`src/rtl/sps_pkg.sv`:
```
`timescale 1ns/1ps
package sps_pkg;
  typedef enum logic [1:0] {PH_CMD, PH_WR, PH_RD, PH_CR} phase_t;

  localparam int CMD_W      = 8;
  localparam int CB_GUARD   = 7;
  localparam int CB_RNW     = 6;
  localparam int CB_ADDR_HI = 5;
  localparam int CB_ADDR_LO = 3;
  localparam int CB_CREAD   = 2;

  localparam logic [2:0] RA_CFG_A = 3'd1;
  localparam logic [2:0] RA_CFG_B = 3'd2;
  localparam logic [2:0] RA_DATA  = 3'd3;
endpackage

```
`src/rtl/sps_sync.sv`:
```
`timescale 1ns/1ps
// Multi-bit level synchroniser for asynchronous pins.
module sps_sync #(
  parameter int             W       = 3,
  parameter int             STAGES  = 2,
  parameter logic [W-1:0]   RST_VAL = '0
) (
  input  logic         clk,
  input  logic         rst,
  input  logic [W-1:0] d_i,
  output logic [W-1:0] lvl_o
);
  logic [STAGES-1:0][W-1:0] st;

  always_ff @(posedge clk) begin
    if (rst) begin
      st <= {STAGES{RST_VAL}};
    end else begin
      st[0] <= d_i;
      for (int i = 1; i < STAGES; i++) st[i] <= st[i-1];
    end
  end

  assign lvl_o = st[STAGES-1];
endmodule

```
`src/rtl/sps_edge.sv`:
```
`timescale 1ns/1ps
// Edge detector on an already synchronised level.
module sps_edge #(
  parameter logic RST_VAL = 1'b1
) (
  input  logic clk,
  input  logic rst,
  input  logic lvl_i,
  output logic rise_o,
  output logic fall_o
);
  logic prev_q;

  always_ff @(posedge clk) begin
    if (rst) prev_q <= RST_VAL;
    else     prev_q <= lvl_i;
  end

  assign rise_o = lvl_i & ~prev_q;
  assign fall_o = ~lvl_i & prev_q;
endmodule

```
`src/rtl/sps_ready.sv`:
```
`timescale 1ns/1ps
// Result latch and active-low ready flag.
module sps_ready #(
  parameter int WORD_W = 24
) (
  input  logic              clk,
  input  logic              rst,
  input  logic              sync_n_i,
  input  logic              res_valid_i,
  input  logic [WORD_W-1:0] res_word_i,
  input  logic              upd_warn_i,
  input  logic              rd_done_i,
  output logic              rdy_n_o,
  output logic [WORD_W-1:0] data_o
);
  always_ff @(posedge clk) begin
    if (rst) begin
      rdy_n_o <= 1'b1;
      data_o  <= '0;
    end else if (!sync_n_i) begin
      rdy_n_o <= 1'b1;
    end else if (res_valid_i) begin
      data_o  <= res_word_i;
      rdy_n_o <= 1'b0;
    end else if (upd_warn_i || rd_done_i) begin
      rdy_n_o <= 1'b1;
    end
  end

  // sync low keeps the flag released
  a_r11_sync_holds_ready: assert property (@(posedge clk) disable iff (rst)
    !sync_n_i |=> rdy_n_o);

  // a result arms the flag and is latched
  a_r5_result_arms: assert property (@(posedge clk) disable iff (rst)
    (sync_n_i && res_valid_i) |=> (!rdy_n_o && data_o == $past(res_word_i)));

  // read completion or early warning releases the flag
  a_r6_release: assert property (@(posedge clk) disable iff (rst)
    (sync_n_i && !res_valid_i && (upd_warn_i || rd_done_i)) |=> rdy_n_o);
endmodule

```
`src/rtl/sps_engine.sv`:
```
`timescale 1ns/1ps
// Command decode, shift registers and configuration storage.
module sps_engine import sps_pkg::*; #(
  parameter int                WORD_W    = 24,
  parameter logic [WORD_W-1:0] CFG_A_RST = '0,
  parameter logic [WORD_W-1:0] CFG_B_RST = '0
) (
  input  logic              clk,
  input  logic              rst,
  input  logic              cs_act_i,
  input  logic              sck_rise_i,
  input  logic              sck_fall_i,
  input  logic              sdi_i,
  input  logic              rdy_n_i,
  input  logic [WORD_W-1:0] data_i,
  output logic              sdo_bit_o,
  output logic              rd_active_o,
  output logic              rd_done_o,
  output logic [WORD_W-1:0] cfg_a_o,
  output logic [WORD_W-1:0] cfg_b_o
);
  localparam int             CNT_W     = $clog2(WORD_W + 1);
  localparam logic [CNT_W-1:0] LAST_WORD = CNT_W'(WORD_W - 1);
  localparam logic [CNT_W-1:0] LAST_CMD  = CNT_W'(CMD_W - 1);
  localparam logic [CNT_W-1:0] CMD_BITS  = CNT_W'(CMD_W);

  phase_t              phase_q;
  logic [CNT_W-1:0]    cnt_q;
  logic [CMD_W-1:0]    cmd_q;
  logic [WORD_W-2:0]   in_q;
  logic [WORD_W-1:0]   out_q, cfg_a_q, cfg_b_q, rd_word;
  logic [2:0]          addr_q;
  logic                cread_q, sdo_q, done_q;

  logic [CMD_W-1:0]    cmd_next;
  logic [WORD_W-1:0]   in_next;
  logic [2:0]          cmd_addr;
  logic                exit_hit;

  assign cmd_next = {cmd_q[CMD_W-2:0], sdi_i};
  assign in_next  = {in_q, sdi_i};
  assign cmd_addr = cmd_next[CB_ADDR_HI:CB_ADDR_LO];
  assign exit_hit = !cmd_q[CB_GUARD] && cmd_q[CB_RNW] && !cmd_q[CB_CREAD]
                    && (cmd_q[CB_ADDR_HI:CB_ADDR_LO] == RA_DATA);

  always_comb begin
    case (cmd_addr)
      RA_CFG_A: rd_word = cfg_a_q;
      RA_CFG_B: rd_word = cfg_b_q;
      RA_DATA:  rd_word = data_i;
      default:  rd_word = '0;
    endcase
  end

  always_ff @(posedge clk) begin
    if (rst) begin
      phase_q <= PH_CMD;
      cnt_q   <= '0;
      cmd_q   <= '0;
      in_q    <= '0;
      out_q   <= '0;
      cfg_a_q <= CFG_A_RST;
      cfg_b_q <= CFG_B_RST;
      addr_q  <= '0;
      cread_q <= 1'b0;
      sdo_q   <= 1'b1;
      done_q  <= 1'b0;
    end else begin
      done_q <= 1'b0;
      if (!cs_act_i) begin
        phase_q <= cread_q ? PH_CR : PH_CMD;
        cnt_q   <= '0;
      end else begin
        case (phase_q)
          PH_CMD: if (sck_rise_i) begin
            cmd_q <= cmd_next;
            if (cnt_q == LAST_CMD) begin
              cnt_q  <= '0;
              addr_q <= cmd_addr;
              if (!cmd_next[CB_GUARD]) begin
                if (!cmd_next[CB_RNW]) begin
                  phase_q <= PH_WR;
                end else if (cmd_addr == RA_DATA && cmd_next[CB_CREAD]) begin
                  cread_q <= 1'b1;
                  phase_q <= PH_CR;
                end else begin
                  out_q   <= rd_word;
                  phase_q <= PH_RD;
                end
              end
            end else begin
              cnt_q <= cnt_q + CNT_W'(1);
            end
          end
          PH_WR: if (sck_rise_i) begin
            in_q <= in_next[WORD_W-2:0];
            if (cnt_q == LAST_WORD) begin
              cnt_q   <= '0;
              phase_q <= PH_CMD;
              if (addr_q == RA_CFG_A)      cfg_a_q <= in_next;
              else if (addr_q == RA_CFG_B) cfg_b_q <= in_next;
            end else begin
              cnt_q <= cnt_q + CNT_W'(1);
            end
          end
          PH_RD: begin
            if (sck_fall_i) begin
              sdo_q <= out_q[WORD_W-1];
              out_q <= out_q << 1;
            end
            if (sck_rise_i) begin
              if (cread_q && cnt_q < CMD_BITS) cmd_q <= cmd_next;
              if (cnt_q == LAST_WORD) begin
                cnt_q  <= '0;
                done_q <= (addr_q == RA_DATA);
                if (cread_q && !exit_hit) begin
                  phase_q <= PH_CR;
                end else begin
                  phase_q <= PH_CMD;
                  cread_q <= 1'b0;
                end
              end else begin
                cnt_q <= cnt_q + CNT_W'(1);
              end
            end
          end
          PH_CR: if (sck_fall_i && !rdy_n_i) begin
            sdo_q   <= data_i[WORD_W-1];
            out_q   <= data_i << 1;
            cmd_q   <= '0;
            cnt_q   <= '0;
            addr_q  <= RA_DATA;
            phase_q <= PH_RD;
          end
          default: phase_q <= PH_CMD;
        endcase
      end
    end
  end

  assign sdo_bit_o   = sdo_q;
  assign rd_active_o = (phase_q == PH_RD);
  assign rd_done_o   = done_q;
  assign cfg_a_o     = cfg_a_q;
  assign cfg_b_o     = cfg_b_q;

  // deselect clears the bit counter and leaves no transfer open
  a_r12_cs_idle: assert property (@(posedge clk) disable iff (rst)
    !cs_act_i |=> (cnt_q == '0 && phase_q != PH_RD && phase_q != PH_WR));

  // with the flag released, continuous read never starts a transfer
  a_r9_once_only: assert property (@(posedge clk) disable iff (rst)
    (cs_act_i && phase_q == PH_CR && rdy_n_i) |=> (phase_q != PH_RD));

  // configuration changes only on the last bit of a write
  a_r3_cfg_stable: assert property (@(posedge clk) disable iff (rst)
    !(cs_act_i && phase_q == PH_WR && sck_rise_i) |=> ($stable(cfg_a_q) && $stable(cfg_b_q)));
endmodule

```
`src/rtl/adc_serial_port.sv`:
```
`timescale 1ns/1ps
module adc_serial_port import sps_pkg::*; #(
  parameter int                WORD_W      = 24,
  parameter int                SYNC_STAGES = 2,
  parameter logic [WORD_W-1:0] CFG_A_RST   = '0,
  parameter logic [WORD_W-1:0] CFG_B_RST   = '0
) (
  input  logic              clk,
  input  logic              rst,
  input  logic              csn_i,
  input  logic              sclk_i,
  input  logic              sdi_i,
  input  logic              sync_n_i,
  input  logic              res_valid_i,
  input  logic [WORD_W-1:0] res_word_i,
  input  logic              upd_warn_i,
  output logic              sdo_o,
  output logic              sdo_oe_o,
  output logic [WORD_W-1:0] cfg_a_o,
  output logic [WORD_W-1:0] cfg_b_o
);
  localparam int PIN_W = 3;

  logic [PIN_W-1:0]  pin_lvl;
  logic              cs_act, sck_rise, sck_fall;
  logic              sdo_bit, rd_active, rd_done, rdy_n;
  logic [WORD_W-1:0] data_word;

  sps_sync #(.W(PIN_W), .STAGES(SYNC_STAGES), .RST_VAL(3'b110)) u_sync (
    .clk(clk), .rst(rst), .d_i({csn_i, sclk_i, sdi_i}), .lvl_o(pin_lvl));

  sps_edge #(.RST_VAL(1'b1)) u_sck_edge (
    .clk(clk), .rst(rst), .lvl_i(pin_lvl[1]), .rise_o(sck_rise), .fall_o(sck_fall));

  assign cs_act = ~pin_lvl[2];

  sps_ready #(.WORD_W(WORD_W)) u_ready (
    .clk(clk), .rst(rst), .sync_n_i(sync_n_i), .res_valid_i(res_valid_i),
    .res_word_i(res_word_i), .upd_warn_i(upd_warn_i), .rd_done_i(rd_done),
    .rdy_n_o(rdy_n), .data_o(data_word));

  sps_engine #(.WORD_W(WORD_W), .CFG_A_RST(CFG_A_RST), .CFG_B_RST(CFG_B_RST)) u_engine (
    .clk(clk), .rst(rst), .cs_act_i(cs_act), .sck_rise_i(sck_rise), .sck_fall_i(sck_fall),
    .sdi_i(pin_lvl[0]), .rdy_n_i(rdy_n), .data_i(data_word),
    .sdo_bit_o(sdo_bit), .rd_active_o(rd_active), .rd_done_o(rd_done),
    .cfg_a_o(cfg_a_o), .cfg_b_o(cfg_b_o));

  // Registered line driver: read bit during a read, ready flag otherwise.
  always_ff @(posedge clk) begin
    if (rst) begin
      sdo_o    <= 1'b1;
      sdo_oe_o <= 1'b0;
    end else begin
      sdo_o    <= rd_active ? sdo_bit : rdy_n;
      sdo_oe_o <= cs_act;
    end
  end

  // outside a read, the line tracks the ready flag one cycle later
  a_r5_line_shows_ready: assert property (@(posedge clk) disable iff (rst)
    !rd_active |=> (sdo_o == $past(rdy_n)));
endmodule

```
`config.mk`:
```
export PLATFORM = sky130hd
export DESIGN_NAME = adc_serial_port
export DESIGN_NICKNAME = d
export VERILOG_FILES = /design/src/rtl/sps_pkg.sv /design/src/rtl/sps_sync.sv /design/src/rtl/sps_edge.sv /design/src/rtl/sps_ready.sv /design/src/rtl/sps_engine.sv /design/src/rtl/adc_serial_port.sv
export SDC_FILE = /design/constraint.sdc
export NUM_CORES = 1
export LEC_CHECK = 0
export ABC_AREA = 1
export BUFFER_PORTS_ARGS = -buffer_cell sky130_fd_sc_hd__buf_2
export CAP_MARGIN = 20
export CORE_MARGIN = 10
export CORE_UTILIZATION = 50
export CTS_BUF_LIST = sky130_fd_sc_hd__clkbuf_4 sky130_fd_sc_hd__clkbuf_8
export DETAILED_ROUTE_END_ITERATION = 6
export PLACE_DENSITY = 0.7
export SLEW_MARGIN = 15
export SYNTH_ARGS = -nofsm -noshare
export SYNTH_HDL_FRONTEND = slang
export SYNTH_SLANG_ARGS = --single-unit
```
`constraint.sdc`:
```
create_clock -name clk -period 2.15 [get_ports clk]
set_clock_uncertainty 0.1 [all_clocks]
set_input_delay 0.215 -clock clk [delete_from_list [all_inputs] [get_ports clk]]
set_output_delay 0.215 -clock clk [all_outputs]
set_load 0.05 [all_outputs]
```
==> impl_metrics.env <==
export IMPL_drc=0
export IMPL_synth_area_leaders="dfxtp_1 43%, nand2_1 13%, nor2_1 9.5%"
export IMPL_clk_pin_slew_ns=0.08
export IMPL_cp_slowest_stage_delay_ns=0.39
export IMPL_fmax_mhz=520
export IMPL_crit_arrival_ns=2.18
export IMPL_synth_area_per_cell_um2=6.75
export IMPL_gp_congestion=0.948
export IMPL_synthArstFlopShare_pct=0
export IMPL_ys_seq_area_share_pct=43.3
export IMPL_vias=6659
export IMPL_report_final_slew_viol_count=0
export IMPL_seqCellArea_mm2=0.00300
export IMPL_hpwl_um=13700
export IMPL_ys_types=28
export IMPL_timing_critical_path_mode_cell="nor2_1"
export IMPL_cp_cell_sequence="inv_1 -> ha_1 -> inv_1 -> nor2_1 -> nor2_1 -> nand3_2 -> buf_12 -> nor2_1 -> nor2_1"
export IMPL_period_needed_ns=1.92
export IMPL_drt_iter0_markers=703
export IMPL_power_total_mw=5.65
export IMPL_failed_checks="hold timing"
export IMPL_n_antenna_cell=0
export IMPL_grt_pass1_wl_um=30900
export IMPL_synth_net_count=1066
export IMPL_startpoint_type="flop"
export IMPL_reg2reg_depth=9
export IMPL_r2r_end="u_engine.out_q[9]$_SDFFE_PP0P_"
export IMPL_power_leakage_nw=3.75
export IMPL_tightest_slew_ns=0.568
export IMPL_path_max_fanout=47
export IMPL_syn_area_mm2=0.00694
export IMPL_gr_total_overflow=0
export IMPL_fp_dieArea_mm2=0.0190
export IMPL_synth_top_area_share_pct=43.3
export IMPL_drive_gt1_share_pct=13.9
export IMPL_synthCells=1028
export IMPL_multiInputGateArea_mm2=0.00316
export IMPL_num_rows=42
export IMPL_post_drt_wl_per_cell_um=14.6
export IMPL_critPathCaptureType="flop"
export IMPL_drt_total_wl_um=19200
export IMPL_yosys_area_top_type="dfxtp_1"
export IMPL_setup_tns_ns=0
export IMPL_rsz0062_at_grt="no"
export IMPL_final_area_mm2=0.00825
export IMPL_chipHeight_um=138
export IMPL_cts_inserted_buffers=17
export IMPL_clkLatencyLatePin_ns=0.47
export IMPL_hold_viol_final=1
export IMPL_maxCapViolCount=0
export IMPL_nets=1160
export IMPL_fin_crit_sh_pct=89.5
export IMPL_cts_root_buf="clkbuf_8"
export IMPL_firstDrtPassIters=5
export IMPL_rrSetupSlack_ns=0.23
export IMPL_port_buffers=81
export IMPL_htreeDepth=4
export IMPL_grt_usage_pct=20.5
export IMPL_worstHoldStart="res_word_i[13]"
export IMPL_fp_dieW_um=138
export IMPL_status="finished with violations"
export IMPL_area_growth_pct=18.9
export IMPL_finalSetupViolCount=0
export IMPL_holdPathEnd="u_ready.data_o[13]$_SDFFE_PP0P_"
export IMPL_synth_edf_count=0
export IMPL_slew_headroom_pct=62.1
export IMPL_core_area_mm2=0.0134
export IMPL_grt_pass1_vias=5887
export IMPL_cts_tree="done"
export IMPL_fillers=1285
export IMPL_via_per_inst=5.08
export IMPL_critPathRequiredTime_ns=2.41
export IMPL_initial_core_util_pct=51.8
export IMPL_clock_path_buffers=2
export IMPL_ios=82
export IMPL_grt_max_degree=54
export IMPL_path_class="reg2reg"
export IMPL_finish_utilization_pct=61.6
export IMPL_clock_sinks=150
export IMPL_synth_yosys_warnings=0
export IMPL_ys_ff_latch=150
export IMPL_hold_class="in2reg"
export IMPL_r2r_start="u_engine.phase_q[0]$_SDFFE_PP0P_"
export IMPL_hold_slack_ns=-0.00805
export IMPL_pwr_density_cell_mw_per_mm2=685
export IMPL_cpMaxStageDelayCell="dfxtp_1"
export IMPL_hold_depth=3
export IMPL_dpl_cell_area_mm2=0.00751
export IMPL_peakVddDrop_mv=0.422
export IMPL_antenna_found_initial=0
export IMPL_drt_antenna_violating_nets=0
export IMPL_synth_ff_type="dfxtp_1"
metal layers:
layer / vias to the layer above / routed length [um] / global-route usage (%)
met5: - / 0 / 0
met4: 0 / 274 / 6.84
met3: 22 / 1230 / 3.79
met2: 215 / 8080 / 28.8
met1: 3002 / 9590 / 30.6
li1: 3420 / - / -
kinds of logic after synthesis:
group,count (synthesis),share of synthesized area (%)
DFF,150,43.3
and+or+nand+nor,477,27.5
adders and majority gates,6,1.08
AOI/OAI and AO/OA,200,16.6
buffers and inverters,195,11.5
where the power goes:
part / internal (mW) / switching, mW / total [mW]
combinational: 0.159 / 0.254 / 0.413
sequential: 2.82 / 0.0445 / 2.87
clock: 1.24 / 1.13 / 2.37
total: 4.22 / 1.43 / 5.65
layout make-up:
cell class                      instances  area share, %
Clock buffer                           20           3.26
Clock inverter                         12           2.00
Inverter                              140           6.37
Multi-Input combinational cell        683           38.3
Sequential cell                       150           36.4
Tap cell                              176           2.67
Timing Repair Buffer                  130           11.0
synth_stat cells, drive strengths merged (6+ instances only):
master,instances
o21a,19
o21ai,83
a21oi,61
inv,139
o22ai,7
ha,6
nand3,39
dfxtp,150
nand4,8
buf,25
nor2,179
nand2,241
a211oi,29
clkbuf,30
what timing repair did:
action                                 4_1_cts  5_1_grt
endpoints found under the hold margin       30        0
setup buffers                                0        1
hold buffers                                29        0
gates resized for setup                      0        2
setup endpoints to repair                    0        9
state kept, by name (all words and copies together), names as in the netlist, 2 cells and up:
register	count
u_engine.cfg_a_o	24
u_engine.cfg_b_o	24
u_engine.out_q	24
u_ready.data_o	24
u_engine.in_q	23
u_engine.cmd_q	8
u_engine.cnt_q	5
u_engine.addr_q	3
u_sync.lvl_o	3
u_sync.st	3
u_engine.phase_q	2
worst max-delay path by stage:
stage	from	cells past startpoint	slack, ns	endpoint
after floorplan	u_engine.phase_q[0]$_SDFFE_PP0P_	9	0.39	u_engine.cnt_q[2]$_SDFFE_PP0P_
after global placement	u_engine.phase_q[0]$_SDFFE_PP0P_	9	0.23	u_engine.cmd_q[5]$_SDFFE_PP0P_
after detailed placement	u_engine.phase_q[0]$_SDFFE_PP0P_	9	0.15	u_engine.cmd_q[5]$_SDFFE_PP0P_
after CTS	u_engine.phase_q[0]$_SDFFE_PP0P_	9	0.14	u_engine.cmd_q[5]$_SDFFE_PP0P_
after global routing	u_engine.phase_q[0]$_SDFFE_PP0P_	8	0.05	u_engine.cnt_q[2]$_SDFFE_PP0P_
final	u_engine.phase_q[0]$_SDFFE_PP0P_	9	0.23	u_engine.out_q[9]$_SDFFE_PP0P_
critical path: cells and delay by family (launching register included):
| family | cells | cell delay (ns) |
|---|---|---|
| buffers and inverters | 3 | 0.49 |
| and+or+nand+nor | 5 | 0.55 |
| DFF | 1 | 0.39 |
| adders and majority gates | 1 | 0.27 |
metrics by stage:
step | setup WS, ns | cells
2_1_floorplan | 0.387 | 1028
3_3_place_gp | 0.232 | 1249
3_5_place_dp | 0.152 | 1249
4_1_cts | 0.141 | 1310
5_1_grt | 0.0525 | 1311
6_report | 0.226 | 1311
cells in the final DEF (no fill, tap or decap), types with 2 or more instances in the layout:
cell and instances:
a211oi_2 4, or2_2 5, nor2_1 174, buf_12 5, nor3_1 2, clkinv_4 2
nor2_2 4, a211oi_1 25, o21ai_0 82, nand3_2 2, o22ai_1 7, clkbuf_8 19
inv_2 6, inv_1 133, nand4_1 7, bufinv_16 3, a21oi_1 61, clkinvlp_4 3
o21a_1 19, dfxtp_1 150, buf_4 15, dlygate4sd3_1 29, nand3_1 37, buf_2 81
inv_6 4, ha_1 6, nand2_1 241
(Power assumes the default switching activity.)
